**config.mk**
```make
export PLATFORM = sky130hd
export DESIGN_NAME = frc_capture
export DESIGN_NICKNAME = d
export VERILOG_FILES = /design/src/rtl/frc_capture.sv
export SDC_FILE = /design/constraint.sdc
export NUM_CORES = 1
export LEC_CHECK = 0
export ABC_AREA = 1
export BUFFER_PORTS_ARGS = -buffer_cell sky130_fd_sc_hd__buf_2
export CORE_UTILIZATION = 40
export DETAILED_ROUTE_END_ITERATION = 6
export GPL_ROUTABILITY_DRIVEN = 0
export PLACE_DENSITY = 0.72
export REMOVE_ABC_BUFFERS = 1
export SETUP_SLACK_MARGIN = 0.02
export SLEW_MARGIN = 0
export SYNTH_ARGS = -nofsm -noshare
export SYNTH_HDL_FRONTEND = slang
export SYNTH_SLANG_ARGS = --single-unit
```
**constraint.sdc**
```tcl
create_clock -name clk -period 3.4 [get_ports clk]
set_input_delay 0.34 -clock clk [delete_from_list [all_inputs] [get_ports clk]]
set_output_delay 0.34 -clock clk [all_outputs]
set_load 0.005 [all_outputs]
```
**src/rtl/frc_capture.sv**
```systemverilog
module frc_capture #(
  parameter int CNT_W    = 12,
  parameter int FAST_BIT = 7,
  parameter int SLOW_BIT = 10,
  parameter int NCAP     = 2,
  parameter int SYNC_N   = 2
) (
  input  logic                  clk,
  input  logic                  rst_n,
  input  logic                  tick_en,
  input  logic [NCAP-1:0]       cap_in,
  input  logic [NCAP-1:0]       cap_rise,
  output logic [CNT_W-1:0]      count,
  output logic                  tick_fast,
  output logic                  tick_slow,
  output logic [NCAP*CNT_W-1:0] cap_val,
  output logic [NCAP-1:0]       cap_irq
);

  logic [CNT_W-1:0] cnt;

  assign count = cnt;

  always_ff @(posedge clk) begin
    if (!rst_n) begin
      cnt       <= '0;
      tick_fast <= 1'b0;
      tick_slow <= 1'b0;
    end else begin
      if (tick_en) cnt <= cnt + 1'b1;
      tick_fast <= tick_en & (&cnt[FAST_BIT-1:0]);
      tick_slow <= tick_en & (&cnt[SLOW_BIT-1:0]);
    end
  end


  cnt_step_chk: assert property (@(posedge clk) disable iff (!rst_n)
    tick_en |=> cnt == $past(cnt) + 1'b1);

  cnt_hold_chk: assert property (@(posedge clk) disable iff (!rst_n)
    !tick_en |=> $stable(cnt));

  fast_tap_chk: assert property (@(posedge clk) disable iff (!rst_n)
    tick_fast |-> cnt[FAST_BIT-1:0] == '0);

  slow_in_fast_chk: assert property (@(posedge clk) disable iff (!rst_n)
    tick_slow |-> tick_fast);

  for (genvar i = 0; i < NCAP; i++) begin : g_cap
    logic [SYNC_N-1:0] sync_q;
    logic              prev_q;
    logic              lvl, hit;

    assign lvl = sync_q[SYNC_N-1];
    assign hit = cap_rise[i] ? (lvl & ~prev_q) : (~lvl & prev_q);

    always_ff @(posedge clk) begin
      if (!rst_n) begin
        sync_q                  <= '0;
        prev_q                  <= 1'b0;
        cap_irq[i]              <= 1'b0;
        cap_val[i*CNT_W +: CNT_W] <= '0;
      end else begin
        sync_q     <= {sync_q[SYNC_N-2:0], cap_in[i]};
        prev_q     <= lvl;
        cap_irq[i] <= hit;
        if (hit) cap_val[i*CNT_W +: CNT_W] <= cnt;
      end
    end


    cap_value_chk: assert property (@(posedge clk) disable iff (!rst_n)
      cap_irq[i] |-> cap_val[i*CNT_W +: CNT_W] == $past(cnt));

    irq_single_chk: assert property (@(posedge clk) disable iff (!rst_n)
      cap_irq[i] |=> !cap_irq[i]);

    cap_quiet_chk: assert property (@(posedge clk) disable iff (!rst_n)
      !cap_irq[i] |-> $stable(cap_val[i*CNT_W +: CNT_W]));
  end

endmodule

```
==> results of run 1 <==
## cells by family after synthesis
kind of cell | after synthesis
compound gates | 53
fa+ha+maj | 1
buf+inv | 34
flops | 46
simple gates | 77
## worst min-delay path, delay by kind of cell
family	cells	cell delay, ps
buffers and inverters	2	110
and+or+nand+nor	1	40
## per-stage QoR
step	instances	power [mW]	util [%]	setup slack (ps)
4_1_cts	307	1.03	50.8	1880
3_3_place_gp	299	0.641	48.2	1840
2_1_floorplan	203	0.609	-	2200
3_5_place_dp	299	0.642	48.2	1840
6_report	307	1.02	50.8	1910
5_1_grt	307	1.06	50.8	1730
## cell type report
cell class	instances	area, µm²	area share (%)
sequential	46	921	45.0
multi-input combinational	131	629	30.7
timing repair buffer	46	230	11.2
inverter	26	97.6	4.77
clock buffer	7	76.3	3.73
tap	50	62.6	3.06
clock inverter	1	30.0	1.47
## flip-flops by register name (all words and copies together), names as in the netlist
name,flops
cap_val,24
cap_irq,2
tick_fast,1
tick_slow,1
g_cap.prev_q,2
g_cap.sync_q,4
count,12
## worst max-delay path by stage
| stage | cells after the start | to | slack (ps) | from |
|---|---|---|---|---|
| 2_1_floorplan | 6 | count[8] | 2200 | count[0] |
| 3_3_place_gp | 7 | cap_val[1] | 1840 | cap_rise[0] |
| 3_5_place_dp | 7 | cap_val[1] | 1840 | cap_rise[0] |
| 4_1_cts | 7 | cap_val[1] | 1880 | g_cap[0].prev_q |
| 5_1_grt | 7 | cap_val[12] | 1730 | g_cap[1].prev_q |
| 6_report | 7 | cap_val[6] | 1910 | g_cap[0].prev_q |
## synth_stat cells (all sizes together)
cell | count | area, µm²
nand3 | 6 | 40.0
nand2 | 29 | 109
o21ai | 29 | 145
inv | 26 | 97.6
nor2 | 36 | 148
a41oi | 1 | 8.76
buf | 7 | 32.5
o31ai | 1 | 7.51
ha | 1 | 12.5
a21oi | 22 | 114
clkbuf | 1 | 3.75
nor3 | 3 | 26.3
dfxtp | 46 | 921
nand4 | 3 | 18.8
## layer usage
| layer | up-vias | GRT usage (%) | part of all wire, % |
|---|---|---|---|
| li1 | 768 | - | - |
| met1 | 641 | 21.3 | 49 |
| met2 | 35 | 25.1 | 44 |
| met3 | 5 | 5.31 | 5.7 |
| met4 | 0 | 7.18 | 1.6 |
| met5 | - | 0 | 0 |
## power groups by stage
| stage | clock, mW | combinational [mW] | sequential (mW) |
|---|---|---|---|
| 3_3_place_gp | 0 | 0.0602 | 0.581 |
| 6_report | 0.391 | 0.0605 | 0.568 |
| 3_5_place_dp | 0 | 0.0612 | 0.581 |
| 5_1_grt | 0.420 | 0.0713 | 0.571 |
| 2_1_floorplan | 0 | 0.0279 | 0.581 |
| 4_1_cts | 0.401 | 0.0615 | 0.569 |
==> impl_results.md, run 1 <==
- Run status: finished clean
- Vias in the first global route: 1231
- Post-CTS Setup Inserts: 0
- GRT Overall Usage: between 10% and 20%
- Die area: 4470 µm²
- Num CTS Buffers: 5
- R2R Setup Slk: 1910 ps
- Mean Syn Cell Area: 7.98 µm²
- Root Driver: clkbuf_8
- Most frequent cells in the layout: 46 x dfxtp_1, 46 x buf_2, 33 x nor2_1
- Final WL: between 3 and 4 mm
- CTS tree: built
- Synth Area in Adders: 0.743%
- PD cells: around 500 nW/µm²
- DP HPWL: about 2.3 mm
- NetSw: 0.218 mW
- Total Neg Setup Slack: 0 ps
- Hold path endpoint: g_cap[1].sync_q[0]
- Tmin final: ~1500 ps
- H-tree depth: 2
- Die height: 66.9 µm
- Comb pwr share: under 10%
- Worst-path fanout max: 21
- Fraction of synthesized cell area in xor and xnor cells: 0%
- CTS sink count: 46
- Area share of and/or/nand/nor cells after synthesis: 20.3%
- Slowest-stage cell, CP: nand2_1
- Final Setup Violations: 0
- Final Max Tran Viols: 0
- Input/output buffers: 46
- Tcrit/Tclk final: 43.7%
- Largest net degree at the start of global routing: 43
- Synthesized cell area: ~1700 µm²
- # DRC: 0
- Beginning of the worst hold path: cap_in[1]
- P_int: 0.802 mW
- Vias/cell: 4.72
- Area delta synth->final: 21.5%
- CP Data Required Time: 3590 ps
- Drt first pass iters: 4
- ANT nets after route: 0
- Buf+Inv Stages, Crit Path: 2
- Compound-Gate Fraction of Synth Area: 16.3%
- Clock Latency Late Sink: roughly 300 ps
- Initial antenna violation count: 0
- Synth warn: 0
- Measured slew at the worst slew-check pin: 640 ps
- Synth Instances: between 200 and 250
- Die Width: about 67 µm
- Max Fclk: 672 MHz
- Reg clk slew, reported paths: 80 ps
- Seq/Total Area, Yosys: 54.7%
- Main combinational cell family by area after synthesis: simple AND/OR/NAND/NOR gates
- Leak pwr: approximately 1 nW
- Max IR drop VDD: 0.259 mV
- Placed cell area: 1940 µm²
- Worst-case reg-to-reg path depth: 7
- Max-cap violations: 0
- Final instance area: ~2000 µm²
- First-pass GRT wire length: 5.48 mm
- WHS Path Cells: 3
- Worst Skew: about 4.3 ps
- Starting Density: 41.8%
- # hold bufs at CTS: 0
- Ant diodes: 0
- Crit. End Element: flop
- Tightest Hold Check Type: primary input to flop
- Number of DRC markers in iteration 0: 50
- Mux contribution to synthesized area: 0%
- CP Cell Sequence: inv_1 > nor2_1 > nand2_1 > nand2_1 > inv_1 > nor2_1 > nor2_1
- Count of distinct cell types in the synthesized netlist: 21
- Max_slew headroom: 57.2%
- CP delay by family, top: simple AND/OR/NAND/NOR gates
- Final hold violations: 0
- Flop pwr share: 55.7%
- Nets: 264
- Resize count post-CTS: 0
- Congestion Overflow GR: 0
- Clock network fraction of total power: 38.3%
- Core area: around 4000 µm²
- CTS Buffer Depth: 2
- Reg-to-reg startpoint: g_cap[0].prev_q
- Via count: 1449
- RSZ-0062 raised after global routing: no
- Worst setup SP type: flop
- Ports: between 40 and 50
- Worst reg2reg endpoint: cap_val[6]
- Critical Path Max Stage Delay: 470 ps
- Share of layout cells above drive strength 1: 23.3%
- Final hold slack: roughly 220 ps
- Synth Register Bits: 46
- Fillers: 412
- Critical path class: flop to flop
- Row Count: 23
- Switching fraction of total power: 21.4%
- Avg WL per Cell: around 11 µm
- CP most frequent cell: nor2_1
- Worst Path Arrival: 1680 ps
Power figures use the tool's default switching activity.
==> run 2, diff against run 1 <==
Settings changed: PLACE_DENSITY 0.72 to 0.74.
Clock period 3.4 ns to 1.25 ns, I/O delays scaled along.
==> run 2 against run 1 <==
Effect of this change: clock skew about the same; clock power grew to 2.7 times the previous value; register-to-register slack worse by 1800 ps; worst setup slack worse by 1800 ps; routed wire length increased by 2.7%; via count up 3.3%; worst hold slack lost 210 ps; largest cell class unchanged; largest power group unchanged.
==> impl_results.md, run 2 (same netlist as run 1, synthesis figures left out) <==
- Core area: just over 4000 µm²
- Tmin final: roughly 1200 ps
- Num CTS Buffers: 5
- Row Count: 23
- Final Setup Violations: 0
- GRT Overall Usage: 16.6%
- Ports: between 40 and 50
- Max FFs per register: 24
- Number of DRC markers in iteration 0: 84
- Root Driver: clkbuf_8
- Post-CTS Setup Inserts: 0
- Beginning of the worst hold path: cap_in[1]
- PD cells: 1300 nW/µm²
- Max IR drop VDD: between 0.6 and 0.7 mV
- Final instance area: ~2200 µm²
- CTS Buffer Depth: 2
- Inst Count DP: 307
- Final hold slack: 11.9 ps
- Reg clk slew, reported paths: 80 ps
- Final Total Pwr: 2.81 mW
- CP Cell Sequence: ha_1 > inv_1 > nor2_4 > nand4_1 > nand2_1 > nor2_2
- Final WL: 3.49 mm
- Die Width: 66.9 µm
- Area delta synth->final: 28.4%
- Worst-path fanout max: 6
- # DRC: 0
- Worst Path Arrival: 1340 ps
- Worst setup startpoint: count[0]
- Reg-to-reg startpoint: count[0]
- ANT nets after route: 0
- Drt first pass iters: 4
- Biggest register: cap_val
- Die height: 66.9 µm
- Initial antenna violation count: 0
- Tcrit/Tclk final: approximately 90%
- DP HPWL: 2.47 mm
- Most frequent cells in the layout: 46 x buf_2, 44 x dfxtp_1, 33 x nor2_1
- CTS tree: built
- Input/output buffers: 46
- Critical Path Max Stage Delay: 360 ps
- Storage cell area: between 900 and 1000 µm²
- Non-Filler Instances: 316
- Starting Density: a little over two fifths
- Measured slew at the worst slew-check pin: around 250 ps
- Nets: 273
- Die area: 4470 µm²
- H-tree depth: 2
- Total Neg Setup Slack: 0 ps
- Worst Skew: around 4.2 ps
- Critical path class: flop to flop
- Worst setup SP type: flop
- Clock Latency Late Sink: 290 ps
- Ant diodes: 0
- Max-cap violations: 0
- Crit. End Element: flop
- Vias/cell: 4.74
- Final hold violations: 0
- Placed cell area: approximately 2000 µm²
- First-pass GRT wire length: 5.52 mm
- Congestion Overflow GR: 0
- Most common cell after layout, fill and taps aside: buf_2
- Area of the multi-input gates: between 600 and 700 µm²
- Leak pwr: 1.08 nW
- Fillers: 407
- CP Data Required Time: 1440 ps
- Tightest Hold Check Type: primary input to flop
- Via count: around 1500
- Run status: finished clean
- RSZ-0062 raised after global routing: yes
- Max_slew headroom: 83.0%
- Avg WL per Cell: 11.0 µm
- Slowest-stage cell, CP: dfxtp_1
- Final Max Tran Viols: 0
- Share of layout cells above drive strength 1: 26.3%
- R2R Setup Slk: 100 ps
- CTS sink count: 46
- Max Fclk: 869 MHz
- Largest net degree at the start of global routing: 43
- Vias in the first global route: between 1000 and 1500
-- run 2: cell count changes in the layout (fill, tap and decap cells not counted) --
cell,change
dfxtp_1,-2
nor2_2,-1
dfxtp_2,+2
buf_4,+5
dlygate4sd3_1,+1
buf_12,+3
nor2_4,+1
-- run 2: critical path: cells and delay by family (launching register included) --
family,cells,cell delay (ps)
flops,1,360
buf+inv,1,90
fa+ha+maj,1,180
simple gates,4,420
-- run 2: timing repair --
action | in CTS | in global routing
hold endpoints to repair | 1 | 0
hold buffers | 1 | 0
gates resized for setup | 0 | 3
setup endpoints to repair | 0 | 6
-- run 2: power breakdown --
group / internal (mW) / total (mW) / switching (mW)
sequential: 1.52 / 1.54 / 0.0232
clock: 0.598 / 1.06 / 0.466
combinational: 0.0926 / 0.203 / 0.111
-- run 2: worst paths after layout --
kind                                            to  depth (start not counted)
worst min register to register  g_cap[1].sync_q[1]                          2
worst max-delay path                      count[8]                          6
worst max register to register            count[8]                          6
worst min-delay path            g_cap[1].sync_q[0]                          3
-- run 2: layout make-up --
cell class	instances	share of cell area [%]
clock buffers	7	3.53
inverters	26	4.51
clock inverters	1	1.39
multi-input cells	131	29.3
flip-flops and latches	46	42.7
repair buffers	55	15.6
well taps	50	2.89
-- run 2: through the flow --
stage          setup slack (ps)  utilization [%]
2_1_floorplan              51.2                -
3_3_place_gp               66.7             50.6
3_5_place_dp               35.1             50.6
4_1_cts                    20.9             53.5
5_1_grt                  -0.892             53.7
6_report                   99.6             53.7
-- run 2: routing by layer --
| metal | global-route usage (%) | vias up | part of all wire, % |
|---|---|---|---|
| met4 | 6.38 | 0 | 0.98 |
| met2 | 26.5 | 35 | 47 |
| met3 | 6.34 | 5 | 5.2 |
| met1 | 20.0 | 670 | 46 |
| li1 | - | 787 | - |
| met5 | 0 | - | 0 |
==> run 3, diff against run 2 <==
Settings changed: PLACE_DENSITY 0.74 to unset, PLACE_DENSITY_LB_ADDON set to 0.12.
==> run 3 against run 2 <==
Effect of this change: power decreased by 7.7%; critical path type unchanged; combinational power rose by 2%; sequential power barely moved; largest cell class unchanged; utilization up 0.25 points; global-route usage up 1.2 points; first-iteration DRC count is 29% lower; clock-buffer cell count is the same; non-clock buffer count is 4 higher; cell count up 0.95%.
==> impl_results.md, run 3 (same netlist as run 1, synthesis figures left out) <==
- Avg WL per Cell: 11.2 µm
- Via count: 1490
- Ports: 47
- Clock network fraction of total power: 32.5%
- Most frequent cells in the layout: 46 x buf_2, 42 x dfxtp_1, 33 x nor2_1
- Max-cap violations: 0
- Initial antenna violation count: 0
- Final hold violations: 0
- Die area: 4470 µm²
- Row Count: 23
- Run status: finished clean
- Final Max Tran Viols: 0
- Max_slew headroom: 82.5%
- RSZ-0062 raised after global routing: yes
- Number of DRC markers in iteration 0: 60
- Vias/cell: 4.67
- Area delta synth->final: 29.0%
- CP Cell Sequence: ha_1 > inv_1 > nor2_4 > nand4_1 > nand2_1 > nor2_2
- Tmin final: 1130 ps
- Critical path class: flop to flop
- Inst Count DP: 309
- Vias in the first global route: around 1300
- Comb pwr share: 8.0%
- Flop pwr share: 59.5%
- NetSw: 0.592 mW
- Tcrit/Tclk final: 90.7%
- # DRC: 0
- Switching fraction of total power: 22.8%
- First-pass GRT wire length: between 5 and 6 mm
- Non-Filler Instances: around 320
- Crit. End Element: flop
- Worst Path Arrival: 1330 ps
- Root Driver: clkbuf_8
- Num CTS Buffers: 5
- Worst-path fanout max: 6
- Final hold slack: between 100 and 150 ps
- Congestion Overflow GR: 0
- Tightest Hold Check Type: primary input to flop
- Utilization after layout: 53.9%
- Max IR drop VDD: slightly below 0.6 mV
- Place WS: 42.5 ps
- DP HPWL: 2.61 mm
- Share of layout cells above drive strength 1: between 20% and 30%
- Starting Density: 41.8%
- Most common cell after layout, fill and taps aside: buf_2
- Final Setup Violations: 0
- Nets: 277
- Drt first pass iters: 4
- CP Data Required Time: roughly 1500 ps
- Core area: 4030 µm²
- Biggest register: cap_val
- Input/output buffers: 46
- Final WL: 3.58 mm
- Reg clk slew, reported paths: 80 ps
- Slowest-stage cell, CP: dfxtp_1
- ANT nets after route: 0
- H-tree depth: 2
- Setup ws final: roughly 120 ps
- Die height: approximately 67 µm
- Die Width: roughly 67 µm
- Total Neg Setup Slack: 0 ps
- CTS sink count: 46
- Largest net degree at the start of global routing: 20
- Leak pwr: 1.09 nW
- CTS Buffer Depth: 2
- Clock Latency Late Sink: approximately 300 ps
- P_int: 2.00 mW
- PD cells: 1190 nW/µm²
- Worst setup SP type: flop
- Max Fclk: ~880 MHz
- Max FFs per register: 24
- Critical Path Max Stage Delay: 360 ps
- Measured slew at the worst slew-check pin: 261 ps
- GRT Overall Usage: 17.8%
- Worst Skew: between 4 and 5 ps
- Ant diodes: 0
- CTS tree: built
[run 3: cell count changes in the layout (fill, tap and decap cells not counted), sizes merged]
cell and change:
buf +3, bufinv -1, dlygate4sd3 +1
[run 3: cell type report]
cell class / instances / area (µm²)
fillers: 408 / 1860
flip-flops and latches: 46 / 926
multi-input cells: 131 / 652
repair buffers: 59 / 358
inverters: 26 / 97.6
clock buffers: 7 / 76.3
well taps: 50 / 62.6
[run 3: final timing paths]
path,slack (ps),startpoint,end,depth (start not counted)
min,140,tick_en,count[0],3
max reg2reg,120,count[1],count[8],6
max,120,count[1],count[8],6
min reg2reg,410,g_cap[1].sync_q[0],g_cap[1].sync_q[1],2
[run 3: worst max-delay path, delay by kind of cell, from the launching register on]
kind | cells | cell delay, ps
flip-flops | 1 | 360
AND/OR/NAND/NOR | 4 | 410
adder cells (fa/ha/maj) | 1 | 170
buffers and inverters | 1 | 100
[run 3: metrics by stage]
stage                     area (µm²)  total power [mW]
after global routing            2170              2.73
after CTS                       2140              2.63
after floorplan                 1650              1.66
after global placement          2040              1.78
after detailed placement        2040              1.78
final                           2170              2.59
[run 3: per-layer routing]
layer / wire (µm) / track usage [%] / part of all wire [%]
met1: 1720 / 22.5 / 48
met2: 1610 / 26.5 / 45
met3: 163 / 4.11 / 4.6
met4: 92 / 12.0 / 2.6
met5: 0 / 0 / 0
[run 3: timing repair]
action / 4_1_cts / 5_1_grt
endpoints found under the hold margin: 2 / 0
gates resized for setup: 0 / 11
hold buffers: 2 / 0
setup buffers: 0 / 1
setup endpoints to repair: 0 / 14
[run 3: power by group through the flow]
| stage | clock, mW | combinational [mW] | sequential (mW) |
|---|---|---|---|
| 2_1_floorplan | 0 | 0.0760 | 1.58 |
| 3_3_place_gp | 0 | 0.203 | 1.57 |
| 3_5_place_dp | 0 | 0.203 | 1.57 |
| 4_1_cts | 0.884 | 0.209 | 1.54 |
| 5_1_grt | 0.942 | 0.237 | 1.55 |
| 6_report | 0.842 | 0.208 | 1.54 |
